$ cat src/rtl/incl_sel_pkg.sv
package incl_sel_pkg;
  // Role of a set in the duel
  typedef enum logic [1:0] {
    SMP_FOLLOW = 2'd0,
    SMP_NONINC = 2'd1,
    SMP_EXCL   = 2'd2
  } smp_cls_e;

  // Latched decision of one core
  typedef struct packed {
    logic mode;   // 1 = exclusive
    logic aggr;   // aggressive fill (non-inclusive only)
    logic byp;    // bypass (exclusive only)
  } incl_dec_t;
endpackage

$ cat src/rtl/incl_set_class.sv
module incl_set_class
  import incl_sel_pkg::*;
#(
  parameter int              SMP_BITS = 3,
  parameter logic [SMP_BITS-1:0] SMP_PAT = 3'b010
) (
  input  logic [SMP_BITS-1:0] set_lo,
  output smp_cls_e            cls
);
  always_comb begin
    if (set_lo == SMP_PAT)       cls = SMP_NONINC;
    else if (set_lo == ~SMP_PAT) cls = SMP_EXCL;
    else                         cls = SMP_FOLLOW;
  end
endmodule

$ cat src/rtl/incl_sat_ctr.sv
module incl_sat_ctr #(
  parameter int CNT_W = 16
) (
  input  logic             clk,
  input  logic             rst_n,
  input  logic             clr,
  input  logic             inc,
  output logic [CNT_W-1:0] cnt
);
  localparam logic [CNT_W-1:0] CNT_MAX = {CNT_W{1'b1}};

  logic [CNT_W-1:0] cnt_d;
  logic             cnt_en;

  always_comb begin
    cnt_en = clr | (inc & (cnt != CNT_MAX));
    cnt_d  = clr ? '0 : cnt + 1'b1;
  end

  always_ff @(posedge clk or negedge rst_n) begin
    if (!rst_n)      cnt <= '0;
    else if (cnt_en) cnt <= cnt_d;
  end
endmodule

$ cat src/rtl/incl_policy_core.sv
module incl_policy_core
  import incl_sel_pkg::*;
#(
  parameter int CNT_W = 16,
  localparam int DW   = CNT_W + 1
) (
  input  logic                 clk,
  input  logic                 rst_n,
  input  logic                 ev_hit,
  input  smp_cls_e             ev_cls,
  input  logic                 ev_miss,
  input  logic                 ev_ins,
  input  logic                 epoch_end,
  input  logic signed [DW-1:0] perf_thr,
  input  logic signed [DW-1:0] ins_thr,
  output incl_dec_t            dec_q
);
  // counter slots: 0 NI miss, 1 EX miss, 2 NI ins, 3 EX ins
  localparam int NCTR = 4;

  logic [NCTR-1:0]  inc;
  logic [CNT_W-1:0] cnt [NCTR];
  logic signed [DW-1:0] miss_diff, ins_diff;
  incl_dec_t dec_d;

  always_comb begin
    logic live;
    live   = ev_hit & ~epoch_end;
    inc[0] = live & ev_miss & (ev_cls == SMP_NONINC);
    inc[1] = live & ev_miss & (ev_cls == SMP_EXCL);
    inc[2] = live & ev_ins  & (ev_cls == SMP_NONINC);
    inc[3] = live & ev_ins  & (ev_cls == SMP_EXCL);
  end

  for (genvar k = 0; k < NCTR; k++) begin : g_ctr
    incl_sat_ctr #(.CNT_W(CNT_W)) u_ctr (
      .clk  (clk),
      .rst_n(rst_n),
      .clr  (epoch_end),
      .inc  (inc[k]),
      .cnt  (cnt[k])
    );
  end

  always_comb begin
    logic over;
    miss_diff  = $signed({1'b0, cnt[0]}) - $signed({1'b0, cnt[1]});
    ins_diff   = $signed({1'b0, cnt[3]}) - $signed({1'b0, cnt[2]});
    over       = ins_diff > ins_thr;
    dec_d.mode = miss_diff > perf_thr;
    dec_d.byp  = dec_d.mode & over;
    dec_d.aggr = ~dec_d.mode & ~over;
  end

  always_ff @(posedge clk or negedge rst_n) begin
    if (!rst_n)         dec_q <= '0;
    else if (epoch_end) dec_q <= dec_d;
  end
endmodule

$ cat src/rtl/incl_policy_sel.sv
module incl_policy_sel
  import incl_sel_pkg::*;
#(
  parameter int                  NUM_CORES = 2,
  parameter int                  SET_W     = 10,
  parameter int                  SMP_BITS  = 3,
  parameter logic [SMP_BITS-1:0] SMP_PAT   = 3'b010,
  parameter int                  CNT_W     = 16,
  localparam int                 CORE_W    = (NUM_CORES > 1) ? $clog2(NUM_CORES) : 1,
  localparam int                 DW        = CNT_W + 1
) (
  input  logic                 clk,
  input  logic                 rst_n,
  input  logic [CORE_W-1:0]    ev_core,
  input  logic [SET_W-1:0]     ev_set,
  input  logic                 ev_miss,
  input  logic                 ev_ins,
  input  logic                 epoch_end,
  input  logic signed [DW-1:0] perf_thr,
  input  logic signed [DW-1:0] ins_thr,
  output logic [NUM_CORES-1:0] mode_excl,
  output logic [NUM_CORES-1:0] aggr_fill,
  output logic [NUM_CORES-1:0] bypass,
  input  logic [CORE_W-1:0]    lk_core,
  input  logic [SET_W-1:0]     lk_set,
  output logic                 lk_excl,
  output logic                 lk_ext
);
  smp_cls_e ev_cls, lk_cls;

  incl_set_class #(.SMP_BITS(SMP_BITS), .SMP_PAT(SMP_PAT)) u_ev_cls (
    .set_lo(ev_set[SMP_BITS-1:0]),
    .cls   (ev_cls)
  );

  incl_set_class #(.SMP_BITS(SMP_BITS), .SMP_PAT(SMP_PAT)) u_lk_cls (
    .set_lo(lk_set[SMP_BITS-1:0]),
    .cls   (lk_cls)
  );

  for (genvar c = 0; c < NUM_CORES; c++) begin : g_core
    incl_dec_t dec;
    logic      hit;
    assign hit = (ev_core == CORE_W'(c));

    incl_policy_core #(.CNT_W(CNT_W)) u_core (
      .clk      (clk),
      .rst_n    (rst_n),
      .ev_hit   (hit),
      .ev_cls   (ev_cls),
      .ev_miss  (ev_miss),
      .ev_ins   (ev_ins),
      .epoch_end(epoch_end),
      .perf_thr (perf_thr),
      .ins_thr  (ins_thr),
      .dec_q    (dec)
    );

    assign mode_excl[c] = dec.mode;
    assign aggr_fill[c] = dec.aggr;
    assign bypass[c]    = dec.byp;
  end

  always_comb begin
    logic f_mode, f_ext;
    f_mode = mode_excl[lk_core];
    f_ext  = f_mode ? bypass[lk_core] : aggr_fill[lk_core];
    case (lk_cls)
      SMP_NONINC: begin lk_excl = 1'b0;   lk_ext = 1'b0;  end
      SMP_EXCL:   begin lk_excl = 1'b1;   lk_ext = 1'b0;  end
      default:    begin lk_excl = f_mode; lk_ext = f_ext; end
    endcase
  end
endmodule

$ cat config.mk
export PLATFORM = sky130hd
export DESIGN_NAME = incl_policy_sel
export DESIGN_NICKNAME = d
export VERILOG_FILES = /design/src/rtl/incl_sel_pkg.sv /design/src/rtl/incl_set_class.sv /design/src/rtl/incl_sat_ctr.sv /design/src/rtl/incl_policy_core.sv /design/src/rtl/incl_policy_sel.sv
export SDC_FILE = /design/constraint.sdc
export NUM_CORES = 1
export LEC_CHECK = 0
export ABC_AREA = 1
export ABC_CLOCK_PERIOD_IN_PS = 3900
export CORE_MARGIN = 1.5
export CORE_UTILIZATION = 53
export CTS_BUF_LIST = sky130_fd_sc_hd__clkbuf_4 sky130_fd_sc_hd__clkbuf_8
export DETAILED_ROUTE_END_ITERATION = 6
export DONT_BUFFER_PORTS = 1
export PLACE_DENSITY = 0.68
export SYNTH_ARGS = -nofsm -noshare
export SYNTH_HDL_FRONTEND = slang
export SYNTH_HIERARCHICAL = 1
export SYNTH_SLANG_ARGS = --single-unit
$ cat constraint.sdc
create_clock -name clk -period 3.9 [get_ports clk]
set_clock_uncertainty 0.2 [all_clocks]
set_input_delay 1.17 -clock clk [delete_from_list [all_inputs] [get_ports clk]]
set_output_delay 1.17 -clock clk [all_outputs]
set_load 0.01 [all_outputs]
==> results of run 1 <==
## power groups by stage
stage | clock (mW) | sequential [mW] | combinational [mW]
2_1_floorplan | 0 | 1.43 | 0.166
3_3_place_gp | 0 | 1.44 | 0.203
3_5_place_dp | 0 | 1.44 | 0.209
4_1_cts | 1.14 | 1.41 | 0.210
5_1_grt | 1.20 | 1.41 | 0.244
6_report | 1.11 | 1.41 | 0.210
## layer usage
metal | vias to the layer above | global-route usage | part of all wire
met5 | - | 0 | 0
met4 | 0 | 0.0963 | 0.028
met3 | 64 | 0.0425 | 0.046
met2 | 334 | 0.430 | 0.45
met1 | 6397 | 0.362 | 0.48
li1 | 7437 | - | -
## kinds of logic (layout without fill, tap and decap cells)
kind of cell               after synthesis  in the layout  share of synthesized area
AOI/OAI and AO/OA                      191            191                     0.0836
xor gates and xnor gates                59             59                     0.0356
adders and majority gates              145            145                      0.127
buffers and inverters                  395            409                      0.106
DFF                                    134            134                      0.231
and+or+nand+nor                       1402           1402                      0.416
## sequential cells by signal (all words and copies together), names as in the netlist
signal,count
g_core.u_core/dec_q,6
g_core.u_core/g_ctr.u_ctr/cnt,128
## path summary, 6_finish.rpt
path                            depth (start not counted)  slack, ns                                                   to
max in group asynchronous                               0       3.06  g_core[0].u_core/g_ctr[1].u_ctr/cnt[15]$_DFFE_PN0P_
worst min register to register                          2       0.38   g_core[1].u_core/g_ctr[3].u_ctr/cnt[0]$_DFFE_PN0P_
worst max register to register                         18       0.44                g_core[1].u_core/dec_q[1]$_DFFE_PN0P_
worst max-delay path                                   18       0.44                g_core[1].u_core/dec_q[1]$_DFFE_PN0P_
min in group clk                                        2       0.38   g_core[1].u_core/g_ctr[3].u_ctr/cnt[0]$_DFFE_PN0P_
worst min-delay path                                    0       0.19   g_core[1].u_core/g_ctr[0].u_ctr/cnt[3]$_DFFE_PN0P_
## cell usage after synthesis, types with 3 or more instances
master | number | area [µm²]
ha_1 | 141 | 1760
a21oi_1 | 98 | 490
a21oi_2 | 5 | 43.8
clkinv_1 | 8 | 30.0
nor3b_1 | 8 | 60.1
nor3_1 | 39 | 195
nor2_4 | 16 | 180
o21ai_1 | 5 | 25.0
o21ai_2 | 14 | 123
dfrtp_1 | 134 | 3350
nand2_2 | 30 | 188
a31oi_1 | 8 | 50.1
o2111ai_1 | 3 | 26.3
a21o_1 | 4 | 30.0
nand3_1 | 257 | 1290
clkbuf_1 | 16 | 60.1
xnor2_1 | 29 | 254
o31ai_1 | 5 | 37.5
buf_6 | 8 | 90.1
inv_1 | 361 | 1360
o21ai_4 | 8 | 130
fa_1 | 4 | 80.1
nand4_1 | 50 | 313
xor2_1 | 30 | 263
a21boi_2 | 5 | 56.3
o21ai_0 | 32 | 160
nand2_1 | 738 | 2770
nor2_1 | 255 | 957
## layout make-up
cell class,instances,area [µm²]
inverters,371,1390
multi-input cells,1797,9600
repair buffers,6,45.0
fillers,2664,11700
clock inverters,14,116
clock buffers,18,248
flip-flops and latches,134,3350
well taps,341,427
## worst register-to-register path: stages (launching register included)
cell and delay, ns:
dfrtp_1 0.40, inv_1 0.09, ha_1 0.24, fa_1 0.43
o21ai_2 0.27, nand4_1 0.11, o2111ai_1 0.13, xor2_1 0.28
ha_1 0.30, nand2_1 0.09, inv_1 0.04, nand2_1 0.05
nand2_1 0.04, a21oi_1 0.18, nand3_1 0.10, nand2_1 0.06
nand2_1 0.16, nand3_1 0.12, nand2_1 0.05
==> flow_summary.yaml, run 1 <==
floorplanning:
  rows: 60
  start_util: 0.540
  chipHeight_um: 168
  fp.dieW_um: 168
  dieArea_um2: 28400
  design.core.area_um2: 26900
  ioPinCount: 69
critical_path:
  path_common_cell: "nand2_1"
  path_buf_inv: 2
  slowest_stage: "fa_1"
  path_cells: "inv_1, ha_1, fa_1, o21ai_2, nand4_1, o2111ai_1, xor2_1, ha_1, nand2_1, inv_1, nand2_1, nand2_1, a21oi_1, nand3_1, nand2_1, nand2_1, nand3_1, nand2_1"
  path_max_fanout: 4
  required_ns: 4.06
  critPathMaxStageDelay_ns: 0.43
  cpLargestDelayFamily: "adder cells"
  reg2reg_from: "g_core[1].u_core/g_ctr[3].u_ctr/cnt[0]$_DFFE_PN0P_"
  critPathKind: "reg2reg"
  end_kind: "flip-flop"
  cp.arrival_ns: 3.62
  worstSetupStartpoint: "g_core[1].u_core/g_ctr[3].u_ctr/cnt[0]$_DFFE_PN0P_"
  start_kind: "flip-flop"
sta:
  post-route-min-period_ns: 3.46
  max_freq_mhz: 289
  hold_viol: 0
  rsz0062_at_grt: "no"
  setup_ws_ns: 0.439
  setup_viol: 0
  tightestPinTransition_ns: 0.800
  slew-limit-headroom: 0.463
  post-route-period-util: 0.887
  whs_ns: 0.186
  slew_violations: 0
  tns_ns: 0
synth:
  synth.avg_cell_area_um2: 6.23
  async_reset_ff_frac: 1.00
  synthesis.nets: 2532
  synth_edf_count: 0
  seq_area_frac_synth: 0.231
  synth.distinct_cells: 38
  ys.flop_type: "dfrtp_1"
  syn_area_um2: 14500
  synth_cells: 2326
  synth-seq-cells: 134
  yosysWarnings: 6
clock_tree:
  clkTransAtPathRegs_ns: 0.08
  htreeDepth: 4
  cts_hold_buf: 0
  post_cts_resized: 0
  clock_sinks: 134
  cts_tree: "built"
  clockBufferDepth: 2
  clk_latency_ns: 0.48
  root_buffer: "clkbuf_8"
  cts_buffers: 17
  cts_setup_buffers: 0
pwr:
  p_clk_frac: 0.407
  power_frac_seq: 0.517
  p_int_mw: 1.93
  peakVddDrop_v: 0.000213
  p_leak_nw: 8.18
  power.density_nw_per_um2: 180
  combPwrFrac: 0.077
  switching_share: 0.293
  p_sw_mw: 0.802
  power_mw: 2.73
final_layout:
  final_cell_area_um2: 15200
  fin_util: 0.565
  drive_gt1_frac: 0.0530
  stdcell_count: 2681
  final_common_cell: "nand2_1"
  fin_nets: 2533
  diodes: 0
  mostFrequentLayoutCells: "738 x nand2_1, 361 x inv_1, 257 x nand3_1"
  syn_to_final_growth_pct: 4.73
route:
  vias: 14232
  ant_nets: 0
  firstDrtPassIters: 5
  wl_per_cell_um: 13.6
  drc: 0
  totalWireLength_mm: 36.5
  viasPerCell: 5.31
  first_iter_violations: 1093
placed_design:
  port-buffer-count: 0
  placed_area_um2: 14800
  dp_hpwl_mm: 28.0
  place.gp.congestion: 0.879
  dpl.cell_count: 2649
  dp_slack_ns: 0.469
worst_hold_path:
  hp-class: "in2async"
global_routing:
  grt_pass1_wl_mm: 61.9
  grt_overflow: 0
  grt_max_degree: 135
  first_global_vias: 13085
  track_usage: 0.267
  antenna_found_initial: 0
job:
  maxCapViolCount: 0
run_status:
  status: "complete, no violations"
Power figures use the tool's default switching activity.
==> run 2, diff against run 1 <==
--- a/config.mk
+++ b/config.mk
@@ -8,11 +8,11 @@
 export ABC_AREA = 1
 export ABC_CLOCK_PERIOD_IN_PS = 3900
 export CORE_MARGIN = 1.5
-export CORE_UTILIZATION = 53
+export CORE_UTILIZATION = 49
 export CTS_BUF_LIST = sky130_fd_sc_hd__clkbuf_4 sky130_fd_sc_hd__clkbuf_8
 export DETAILED_ROUTE_END_ITERATION = 6
 export DONT_BUFFER_PORTS = 1
-export PLACE_DENSITY = 0.68
+export PLACE_DENSITY = 0.64
 export SYNTH_ARGS = -nofsm -noshare
 export SYNTH_HDL_FRONTEND = slang
 export SYNTH_HIERARCHICAL = 1
==> run 2 against run 1 <==
  * The flow now finishes with violations (DRC)
  * Cell area up 0.49%
  * Critical path depth unchanged
  * Maximum frequency down 1.0%
  * Power up 2.3%
  * Worst setup slack worse by 0.036 ns
  * First-iteration DRC count down 13%
  * Clock power up 5%
  * Routed wire length up 2.0%
  * Critical endpoint unchanged
  * Highest routed layer unchanged
==> flow_summary.yaml, run 2 (synthesis gave the netlist of run 1 again) <==
floorplanning:
  rows: 62
  design.core.area_um2: 28900
  fp.dieW_um: 175
  ioPinCount: 69
  start_util: 0.501
  chipHeight_um: 175
  dieArea_um2: 30600
pwr:
  p_leak_nw: 8.20
  power.density_nw_per_um2: 183
  power_frac_seq: 0.505
  p_int_mw: 2.01
  p_clk_frac: 0.420
  combPwrFrac: 0.075
  switching_share: 0.281
  peakVddDrop_v: 0.000208
  p_sw_mw: 0.786
sta:
  tns_ns: 0
  setup_viol: 0
  post-route-period-util: 0.897
  setup_ws_ns: 0.403
  slew_violations: 0
  slew-limit-headroom: 0.504
  whs_ns: 0.172
  max_freq_mhz: 286
  hold_viol: 0
  post-route-min-period_ns: 3.50
  tightestPinTransition_ns: 0.740
  rsz0062_at_grt: "no"
final_layout:
  syn_to_final_growth_pct: 5.24
  reg_top3: "g_core.u_core/g_ctr.u_ctr/cnt x128, g_core.u_core/dec_q x6"
  regMostFlops: "g_core.u_core/g_ctr.u_ctr/cnt"
  mostFrequentLayoutCells: "738 x nand2_1, 361 x inv_1, 257 x nand3_1"
  nFillCells: 2982
  largest_reg_flops: 128
  drive_gt1_frac: 0.0530
  final_common_cell: "nand2_1"
  diodes: 0
  fin_nets: 2534
global_routing:
  track_usage: 0.251
  first_global_vias: 13041
  antenna_found_initial: 0
  grt_pass1_wl_mm: 62.8
  grt_overflow: 0
  grt_max_degree: 135
clock_tree:
  post_cts_resized: 0
  root_buffer: "clkbuf_8"
  cts_tree: "built"
  clockBufferDepth: 2
  clk_latency_ns: 0.49
  cts_hold_buf: 0
  clkTransAtPathRegs_ns: 0.09
  clock_sinks: 134
  cts_buffers: 17
  cts_setup_buffers: 0
  htreeDepth: 4
placed_design:
  place.gp.congestion: 0.916
  dp_slack_ns: 0.448
  port-buffer-count: 0
  dp_hpwl_mm: 28.4
critical_path:
  cp.arrival_ns: 3.67
  start_kind: "flip-flop"
  path_max_fanout: 4
  r2r_slack_ns: 0.40
  critPathKind: "reg2reg"
  reg2reg_depth: 18
  end_kind: "flip-flop"
  required_ns: 4.08
route:
  viasPerCell: 5.20
  vias: 14172
  drc: 2
  wl_per_cell_um: 13.7
  first_iter_violations: 952
  firstDrtPassIters: 7
  ant_nets: 0
  totalWireLength_mm: 37.3
job:
  maxCapViolCount: 0
worst_hold_path:
  hp-class: "in2async"
run_status:
  status: "finished, violations left"
  violations: "DRC"
==> run 2: layout make-up <==
class	instances	area, µm²	share of cell area
clock buffers	20	275	0.0180
flip-flops and latches	134	3350	0.220
multi-input cells	1797	9600	0.629
inverters	371	1390	0.0913
well taps	384	480	0.0315
clock inverters	11	101	0.00664
repair buffers	7	52.6	0.00344
==> run 2: worst paths after layout <==
| kind | endpoint | start |
|---|---|---|
| max in group asynchronous | g_core[0].u_core/g_ctr[1].u_ctr/cnt[4]$_DFFE_PN0P_ | rst_n |
| min in group clk | g_core[0].u_core/g_ctr[0].u_ctr/cnt[0]$_DFFE_PN0P_ | g_core[0].u_core/g_ctr[0].u_ctr/cnt[0]$_DFFE_PN0P_ |
| max reg2reg | g_core[1].u_core/dec_q[1]$_DFFE_PN0P_ | g_core[1].u_core/g_ctr[3].u_ctr/cnt[0]$_DFFE_PN0P_ |
| min | g_core[1].u_core/g_ctr[0].u_ctr/cnt[4]$_DFFE_PN0P_ | rst_n |
| max | g_core[1].u_core/dec_q[1]$_DFFE_PN0P_ | g_core[1].u_core/g_ctr[3].u_ctr/cnt[0]$_DFFE_PN0P_ |
| min reg2reg | g_core[0].u_core/g_ctr[0].u_ctr/cnt[0]$_DFFE_PN0P_ | g_core[0].u_core/g_ctr[0].u_ctr/cnt[0]$_DFFE_PN0P_ |
==> run 2: power by group through the flow <==
stage	Combinational, mW	Sequential [mW]	Clock, mW
5_1_grt	0.243	1.41	1.26
3_5_place_dp	0.210	1.44	0
3_3_place_gp	0.204	1.44	0
6_report	0.211	1.41	1.17
4_1_cts	0.211	1.41	1.20
2_1_floorplan	0.166	1.43	0
==> run 2: layer usage <==
layer / vias to the layer above / track usage / share of wire / wire length [µm]
met2: 241 / 0.415 / 0.46 / 17100
met4: 0 / 0.0630 / 0.013 / 497
met3: 33 / 0.0426 / 0.041 / 1540
met5: - / 0 / 0 / 0
met1: 6466 / 0.339 / 0.49 / 18100
li1: 7432 / - / - / -
==> run 2: metrics by stage <==
stage	cells	power, mW	cell area, µm²	utilization
after floorplan	2326	1.60	14500	-
after global placement	2693	1.64	14900	0.514
after detailed placement	2693	1.65	14900	0.514
after CTS	2724	2.83	15300	0.527
after global routing	2724	2.92	15300	0.527
final	2724	2.80	15300	0.527
==> run 2: critical path, cell delays in order, from the launching register on <==
cell	delay [ns]
dfrtp_1	0.41
inv_1	0.09
ha_1	0.24
fa_1	0.42
o21ai_2	0.25
nand4_1	0.13
o2111ai_1	0.15
xor2_1	0.30
ha_1	0.30
nand2_1	0.09
inv_1	0.04
nand2_1	0.05
nand2_1	0.05
a21oi_1	0.19
nand3_1	0.10
nand2_1	0.07
nand2_1	0.13
nand3_1	0.12
nand2_1	0.05
==> run 3, diff against run 2 <==
--- a/config.mk
+++ b/config.mk
@@ -12,6 +12,7 @@
 export CTS_BUF_LIST = sky130_fd_sc_hd__clkbuf_4 sky130_fd_sc_hd__clkbuf_8
 export DETAILED_ROUTE_END_ITERATION = 6
 export DONT_BUFFER_PORTS = 1
+export HOLD_SLACK_MARGIN = 0.1
 export PLACE_DENSITY = 0.64
 export SYNTH_ARGS = -nofsm -noshare
 export SYNTH_HDL_FRONTEND = slang
==> results of run 3 <==
No change in the layout: final DEF, timing and power equal those of run 2.
